--- config.mk ---
export PLATFORM = sky130hd
export DESIGN_NAME = i2c_target
export DESIGN_NICKNAME = d
export VERILOG_FILES = /design/src/rtl/i2ct_pkg.sv /design/src/rtl/i2ct_sync.sv /design/src/rtl/i2ct_cond.sv /design/src/rtl/i2ct_fsm.sv /design/src/rtl/i2ct_evt.sv /design/src/rtl/i2c_target.sv
export SDC_FILE = /design/constraint.sdc
export NUM_CORES = 1
export LEC_CHECK = 0
export ABC_AREA = 1
export BUFFER_PORTS_ARGS = -buffer_cell sky130_fd_sc_hd__buf_4
export CORE_MARGIN = 2
export CORE_UTILIZATION = 40
export DETAILED_ROUTE_END_ITERATION = 10
export PLACE_DENSITY = 0.65
export SETUP_SLACK_MARGIN = 0.15
export SLEW_MARGIN = 0
export SYNTH_ARGS = -nofsm -noshare
export SYNTH_HDL_FRONTEND = slang
export SYNTH_SLANG_ARGS = --single-unit
--- constraint.sdc ---
create_clock -name clk -period 3.73 [get_ports clk]
set_input_delay 0.373 -clock clk [delete_from_list [all_inputs] [get_ports clk]]
set_output_delay 0.373 -clock clk [all_outputs]
set_load 0.01 [all_outputs]
--- src/rtl/i2ct_pkg.sv ---
package i2ct_pkg;
  localparam int NEV = 3;
  localparam int EV_DATA  = 0;
  localparam int EV_START = 1;
  localparam int EV_STOP  = 2;

  localparam logic [2:0] REG_CTRL   = 3'd0;
  localparam logic [2:0] REG_OWN    = 3'd1;
  localparam logic [2:0] REG_DATA   = 3'd2;
  localparam logic [2:0] REG_RAW    = 3'd3;
  localparam logic [2:0] REG_MASK   = 3'd4;
  localparam logic [2:0] REG_MASKED = 3'd5;
  localparam logic [2:0] REG_CLEAR  = 3'd6;

  typedef enum logic [3:0] {
    ST_IDLE, ST_ADDR, ST_ADDR_END, ST_ADDR_ACK,
    ST_RX_BYTE, ST_RX_END, ST_RX_HOLD, ST_RX_ACK,
    ST_TX_WAIT, ST_TX_BYTE, ST_TX_ACK, ST_TX_ACKD,
    ST_WAIT_STOP
  } tgt_state_t;
endpackage

--- src/rtl/i2ct_sync.sv ---
module i2ct_sync #(
  parameter int   W       = 2,
  parameter int   STAGES  = 2,
  parameter logic RST_VAL = 1'b1
) (
  input  logic         clk,
  input  logic         rst_n,
  input  logic [W-1:0] d,
  output logic [W-1:0] q
);
  for (genvar b = 0; b < W; b++) begin : g_bit
    logic [STAGES-1:0] ff_q;
    logic [STAGES-1:0] ff_d;
    always_comb ff_d = {ff_q[STAGES-2:0], d[b]};
    always_ff @(posedge clk or negedge rst_n) begin
      if (!rst_n) ff_q <= {STAGES{RST_VAL}};
      else        ff_q <= ff_d;
    end
    assign q[b] = ff_q[STAGES-1];
  end
endmodule

--- src/rtl/i2ct_cond.sv ---
module i2ct_cond (
  input  logic clk,
  input  logic rst_n,
  input  logic scl_s,
  input  logic sda_s,
  output logic start_p,
  output logic stop_p,
  output logic scl_rise,
  output logic scl_fall
);
  logic scl_q, sda_q;

  always_ff @(posedge clk or negedge rst_n) begin
    if (!rst_n) begin
      scl_q <= 1'b1;
      sda_q <= 1'b1;
    end else begin
      scl_q <= scl_s;
      sda_q <= sda_s;
    end
  end

  always_comb begin
    start_p  = scl_q & scl_s & sda_q & ~sda_s;
    stop_p   = scl_q & scl_s & ~sda_q & sda_s;
    scl_rise = ~scl_q & scl_s;
    scl_fall = scl_q & ~scl_s;
  end
endmodule

--- src/rtl/i2ct_fsm.sv ---
module i2ct_fsm
  import i2ct_pkg::*;
#(
  parameter int BYTE_W = 8,
  localparam int OWN_W = BYTE_W - 1,
  localparam int CNT_W = $clog2(BYTE_W)
) (
  input  logic              clk,
  input  logic              rst_n,
  input  logic              en,
  input  logic [OWN_W-1:0]  own_addr,
  input  logic              start_p,
  input  logic              stop_p,
  input  logic              scl_rise,
  input  logic              scl_fall,
  input  logic              sda_s,
  input  logic              data_rd,
  input  logic              data_wr,
  input  logic [BYTE_W-1:0] wdata,
  output logic              scl_pull,
  output logic              sda_pull,
  output logic              rreq,
  output logic              treq,
  output logic              fbr,
  output logic              rx_load,
  output logic [BYTE_W-1:0] rx_byte,
  output logic              ev_data
);
  localparam logic [CNT_W-1:0] LAST = CNT_W'(BYTE_W - 1);

  tgt_state_t        state_q, state_d;
  logic [BYTE_W-1:0] sh_q, sh_d;
  logic [CNT_W-1:0]  cnt_q, cnt_d;
  logic              first_q, first_d;
  logic              fbr_q, fbr_d;

  always_comb begin
    state_d = state_q;
    sh_d    = sh_q;
    cnt_d   = cnt_q;
    first_d = first_q;
    fbr_d   = fbr_q;
    rx_load = 1'b0;
    ev_data = 1'b0;
    if (!en || stop_p) begin
      state_d = ST_IDLE;
      fbr_d   = 1'b0;
    end else if (start_p) begin
      state_d = ST_ADDR;
      cnt_d   = '0;
      fbr_d   = 1'b0;
    end else begin
      case (state_q)
        ST_ADDR, ST_RX_BYTE: if (scl_rise) begin
          sh_d  = {sh_q[BYTE_W-2:0], sda_s};
          cnt_d = cnt_q + 1'b1;
          if (cnt_q == LAST) state_d = (state_q == ST_ADDR) ? ST_ADDR_END : ST_RX_END;
        end
        ST_ADDR_END: if (scl_fall) begin
          state_d = (sh_q[BYTE_W-1:1] == own_addr) ? ST_ADDR_ACK : ST_WAIT_STOP;
        end
        ST_ADDR_ACK: if (scl_fall) begin
          if (sh_q[0]) begin
            state_d = ST_TX_WAIT;
            ev_data = 1'b1;
          end else begin
            state_d = ST_RX_BYTE;
            cnt_d   = '0;
            first_d = 1'b1;
          end
        end
        ST_RX_END: if (scl_fall) begin
          state_d = ST_RX_HOLD;
          rx_load = 1'b1;
          fbr_d   = first_q;
          ev_data = 1'b1;
        end
        ST_RX_HOLD: if (data_rd) begin
          state_d = ST_RX_ACK;
          fbr_d   = 1'b0;
        end
        ST_RX_ACK: if (scl_fall) begin
          state_d = ST_RX_BYTE;
          cnt_d   = '0;
          first_d = 1'b0;
        end
        ST_TX_WAIT: if (data_wr) begin
          state_d = ST_TX_BYTE;
          sh_d    = wdata;
          cnt_d   = '0;
        end
        ST_TX_BYTE: if (scl_fall) begin
          sh_d  = {sh_q[BYTE_W-2:0], 1'b0};
          cnt_d = cnt_q + 1'b1;
          if (cnt_q == LAST) state_d = ST_TX_ACK;
        end
        ST_TX_ACK: if (scl_rise) begin
          state_d = sda_s ? ST_WAIT_STOP : ST_TX_ACKD;
        end
        ST_TX_ACKD: if (scl_fall) begin
          state_d = ST_TX_WAIT;
          ev_data = 1'b1;
        end
        ST_IDLE, ST_WAIT_STOP: state_d = state_q;
        default: state_d = ST_IDLE;
      endcase
    end
  end

  always_ff @(posedge clk or negedge rst_n) begin
    if (!rst_n) begin
      state_q <= ST_IDLE;
      sh_q    <= '0;
      cnt_q   <= '0;
      first_q <= 1'b0;
      fbr_q   <= 1'b0;
    end else begin
      state_q <= state_d;
      sh_q    <= sh_d;
      cnt_q   <= cnt_d;
      first_q <= first_d;
      fbr_q   <= fbr_d;
    end
  end

  always_comb begin
    rreq     = (state_q == ST_RX_HOLD);
    treq     = (state_q == ST_TX_WAIT);
    fbr      = fbr_q;
    scl_pull = rreq | treq;
    sda_pull = (state_q == ST_ADDR_ACK) | rreq | (state_q == ST_RX_ACK)
             | ((state_q == ST_TX_BYTE) & ~sh_q[BYTE_W-1]);
    rx_byte  = sh_q;
  end
endmodule

--- src/rtl/i2ct_evt.sv ---
module i2ct_evt #(
  parameter int NEV = 3
) (
  input  logic           clk,
  input  logic           rst_n,
  input  logic [NEV-1:0] set,
  input  logic           clr_wr,
  input  logic           mask_wr,
  input  logic [NEV-1:0] wbits,
  output logic [NEV-1:0] raw,
  output logic [NEV-1:0] mask,
  output logic [NEV-1:0] masked,
  output logic           irq
);
  for (genvar i = 0; i < NEV; i++) begin : g_ev
    logic raw_q, raw_d, mask_q;
    always_comb raw_d = set[i] | (raw_q & ~(clr_wr & wbits[i]));
    always_ff @(posedge clk or negedge rst_n) begin
      if (!rst_n) raw_q <= 1'b0;
      else        raw_q <= raw_d;
    end
    always_ff @(posedge clk or negedge rst_n) begin
      if (!rst_n)       mask_q <= 1'b0;
      else if (mask_wr) mask_q <= wbits[i];
    end
    assign raw[i]    = raw_q;
    assign mask[i]   = mask_q;
    assign masked[i] = raw_q & mask_q;
  end
  assign irq = |masked;
endmodule

--- src/rtl/i2c_target.sv ---
module i2c_target
  import i2ct_pkg::*;
#(
  parameter int BYTE_W      = 8,
  parameter int SYNC_STAGES = 2,
  localparam int OWN_W      = BYTE_W - 1
) (
  input  logic              clk,
  input  logic              rst_n,
  input  logic              scl_in,
  input  logic              sda_in,
  output logic              scl_pull,
  output logic              sda_pull,
  input  logic              reg_wr,
  input  logic              reg_rd,
  input  logic [2:0]        reg_addr,
  input  logic [BYTE_W-1:0] reg_wdata,
  output logic [BYTE_W-1:0] reg_rdata,
  output logic              irq
);
  logic [1:0] lines_s;
  logic scl_s, sda_s, start_p, stop_p, scl_rise, scl_fall;
  logic en_q, own_we, ctrl_we;
  logic [OWN_W-1:0]  own_q;
  logic [BYTE_W-1:0] data_q, data_d, rx_byte;
  logic data_rd, data_wr, clr_wr, mask_wr, rx_load, ev_data, ev_start;
  logic rreq, treq, fbr;
  logic [NEV-1:0] ev_set, raw, mask, masked;

  i2ct_sync #(.W(2), .STAGES(SYNC_STAGES), .RST_VAL(1'b1)) u_sync (
    .clk(clk), .rst_n(rst_n), .d({scl_in, sda_in}), .q(lines_s));
  assign scl_s = lines_s[1];
  assign sda_s = lines_s[0];

  i2ct_cond u_cond (
    .clk(clk), .rst_n(rst_n), .scl_s(scl_s), .sda_s(sda_s),
    .start_p(start_p), .stop_p(stop_p), .scl_rise(scl_rise), .scl_fall(scl_fall));

  always_comb begin
    ctrl_we = reg_wr & (reg_addr == REG_CTRL);
    own_we  = reg_wr & (reg_addr == REG_OWN);
    data_wr = reg_wr & (reg_addr == REG_DATA);
    data_rd = reg_rd & (reg_addr == REG_DATA);
    mask_wr = reg_wr & (reg_addr == REG_MASK);
    clr_wr  = reg_wr & (reg_addr == REG_CLEAR);
  end

  i2ct_fsm #(.BYTE_W(BYTE_W)) u_fsm (
    .clk(clk), .rst_n(rst_n), .en(en_q), .own_addr(own_q),
    .start_p(start_p), .stop_p(stop_p), .scl_rise(scl_rise), .scl_fall(scl_fall),
    .sda_s(sda_s), .data_rd(data_rd), .data_wr(data_wr), .wdata(reg_wdata),
    .scl_pull(scl_pull), .sda_pull(sda_pull), .rreq(rreq), .treq(treq), .fbr(fbr),
    .rx_load(rx_load), .rx_byte(rx_byte), .ev_data(ev_data));

  always_comb begin
    ev_start         = start_p & en_q;
    ev_set           = '0;
    ev_set[EV_DATA]  = ev_data;
    ev_set[EV_START] = ev_start;
    ev_set[EV_STOP]  = stop_p & en_q;
  end

  i2ct_evt #(.NEV(NEV)) u_evt (
    .clk(clk), .rst_n(rst_n), .set(ev_set), .clr_wr(clr_wr), .mask_wr(mask_wr),
    .wbits(reg_wdata[NEV-1:0]), .raw(raw), .mask(mask), .masked(masked), .irq(irq));

  always_comb data_d = rx_load ? rx_byte : reg_wdata;

  always_ff @(posedge clk or negedge rst_n) begin
    if (!rst_n) begin
      en_q   <= 1'b0;
      own_q  <= '0;
      data_q <= '0;
    end else begin
      if (ctrl_we)            en_q   <= reg_wdata[0];
      if (own_we)             own_q  <= reg_wdata[OWN_W-1:0];
      if (rx_load || data_wr) data_q <= data_d;
    end
  end

  always_comb begin
    case (reg_addr)
      REG_CTRL:   reg_rdata = {{(BYTE_W-3){1'b0}}, fbr, treq, rreq};
      REG_OWN:    reg_rdata = {1'b0, own_q};
      REG_DATA:   reg_rdata = data_q;
      REG_RAW:    reg_rdata = {{(BYTE_W-NEV){1'b0}}, raw};
      REG_MASK:   reg_rdata = {{(BYTE_W-NEV){1'b0}}, mask};
      REG_MASKED: reg_rdata = {{(BYTE_W-NEV){1'b0}}, masked};
      default:    reg_rdata = '0;
    endcase
  end
endmodule

==> out/metrics.cfg <==
[sta]
grt_setup_unrepaired=false
tightest_slew_ns=0.6038
fmax_ghz=0.4695
fin_tns_setup_ns=0
skew_ns=0.007471
period_minus_slack_ns=2.130
period_share=0.5710
hold_slack_ns=0.07919
drv_slew=0
relSlewSlack=0.5975
setup_ws_ns=1.600
hold_viol_final=0
setup_viol=0

[setup_path]
crit_slowest_cell=dfrtp_1
max_stage_delay_ns=0.52
startpoint_type=flop
path_buf_inv=2
setup.worst_path.end_class=primary output
path_max_fanout=11
crit_required_ns=3.36
cp_top_family=flip-flops
crit_type=reg2out
cp_cell_sequence=nor2_2 > nand2_2 > inv_2 > a22oi_1 > o2111ai_1 > buf_4
cp.arrival_ns=1.76

[cells_and_area]
fin_nets=411
antenna_cells=0
regArea_mm2=0.001134
drive_gt1_frac=0.1837
nFillCells=646
areaGrowthSynthToFinish_pct=13.51
fin_cells=469
finalInstanceArea_mm2=0.003049
multiInputGateArea_mm2=0.001350

[synthesis]
synth_cell_types=35
yosysMostFrequentCell=nand2_1
async_flop_share=1.000
ys_warn_count=0
ys_seq_area_frac=0.4220
synth_top_cells_by_area=dfrtp_1, nand2_1, nand3_1, dfstp_2, o21ai_0
avgSynthCellArea_um2=7.380
yosysTopAreaCell=dfrtp_1
synthCells=364
syn_area_mm2=0.002686
synth_edf_count=0
synth_top_area_frac=0.3633
ys_seq_elements=45
synth_common_cells=nand2_1, dfrtp_1, inv_1
ys.flop_type=dfrtp_1
synth_fp_nets=383

[power_and_ir_drop]
ir_drop_v=0.0001690
leakage_nw=1.483
p_per_area_mw_per_mm2=397.2

[clocking]
cts_buffers=5
post_cts_resized=0
clock_latency_ns=0.30
clockBufferDepth=2
clock_sinks=45
htreeDepth=2
path_clk_slew_ns=0.09
cts_tree=yes
cts_root_buf=clkbuf_8
cts_hold_buffers=0
cts_setup_buffers=0

[routing]
drc=0
routedWlPerCell_um=15.26
totalWireLength_mm=7.156
antenna_left=0
via_count=2507
drtIter0Drc=203
firstDrtPassIters=5
drt-vias-per-instance=5.345

[run_status]
status=completed

[global_route]
grt_overflow=0
grt_start_max_net_pins=46
antenna_found_initial=0
grt_pass1_vias=2339
grt_pass1_wl_mm=11.67
grt_usage=0.2023

[placed_design]
hpwl_mm=5.522
portBuffers=27
dp_slack_ns=1.770
place_area_mm2=0.002945
place_congestion=0.9820
dp_cells=462

[worst_hold_path]
holdCritPathClass=in2async

[floorplanning]
initial_core_util=0.4183
num_io_pins=28
coreArea_mm2=0.006422
rows=29
die_h_um=85.95
dieWidth_um=85.95
die-area_mm2=0.007387

[flow_run]
max_cap_violations=0

power by group:
group / switching [mW] / total, mW / internal (mW)
Combinational: 0.138 / 0.239 / 0.101
Clock: 0.166 / 0.361 / 0.195
Sequential: 0.0542 / 0.611 / 0.557
Total: 0.358 / 1.21 / 0.853
layer usage:
layer / up-vias / track usage / part of all wire
met5: - / 0 / 0
met4: 0 / 0.05916 / 0.014
met3: 11 / 0.03465 / 0.057
met2: 76 / 0.2925 / 0.44
met1: 1178 / 0.3079 / 0.49
li1: 1242 / - / -
layout by cell type (no fill, tap or decap), drive strengths merged, types with 2 or more instances in the layout:
master | synthesis | layout
a21oi | 10 | 10
a31oi | 2 | 2
a32o | 2 | 2
and3 | 3 | 3
buf | 4 | 27
clkbuf | 2 | 5
clkinv | 1 | 2
dfrtp | 39 | 39
dfstp | 6 | 6
ha | 2 | 2
inv | 42 | 42
nand2 | 116 | 116
nand3 | 34 | 34
nand4 | 2 | 2
nor2 | 38 | 38
o2111ai | 3 | 3
o211ai | 7 | 7
o21ai | 43 | 43
xnor2 | 3 | 3
cell families (layout without fill, tap and decap cells):
family | after synthesis | in the layout | synth area share
simple gates | 194 | 194 | 0.3181
mux | 1 | 1 | 0.004192
buf+inv | 49 | 77 | 0.07546
flops | 45 | 45 | 0.4220
xor+xnor | 4 | 4 | 0.01304
fa+ha+maj | 2 | 2 | 0.009314
compound gates | 69 | 69 | 0.1579
flip-flops by register name, indices dropped and copies added, names as in the netlist:
register           count
u_sync.g_bit.ff_q      4
en_q                   1
u_fsm.fbr              1
u_evt.g_ev.raw_q       3
u_evt.g_ev.mask_q      3
u_cond.scl_q           1
u_fsm.rx_byte          8
data_q                 8
u_fsm.state_q          4
own_q                  7
u_fsm.first_q          1
u_cond.sda_q           1
u_fsm.cnt_q            3
through the flow:
step / power, mW / utilization
4_1_cts: 1.223 / 0.4748
6_report: 1.211 / 0.4748
5_1_grt: 1.277 / 0.4748
3_3_place_gp: 0.8534 / 0.4586
3_5_place_dp: 0.8599 / 0.4586
2_1_floorplan: 0.7606 / -
final timing paths:
check / from / to / slack [ns] / cells after the start
max: u_fsm.state_q[2] / reg_rdata[1] / 1.60 / 6
min: rst_n / data_q[6] / 0.08 / 1
max reg2reg: u_fsm.state_q[0] / u_fsm.state_q[3] / 1.90 / 10
min reg2reg: u_sync.g_bit[1].ff_q[0] / u_sync.g_bit[1].ff_q[1] / 0.36 / 0
max in group asynchronous: rst_n / u_fsm.state_q[0] / 3.24 / 1
min in group clk: sda_in / u_sync.g_bit[0].ff_q[0] / 0.18 / 1
area by class of cell:
| cell class | count | share of cell area |
|---|---|---|
| tap | 77 | 0.03160 |
| multi-input combinational | 270 | 0.4428 |
| inverter | 43 | 0.05334 |
| clock buffer | 5 | 0.02257 |
| timing repair buffer | 27 | 0.06648 |
| clock inverter | 2 | 0.01149 |
| sequential | 45 | 0.3718 |
(Power assumes the default switching activity.)
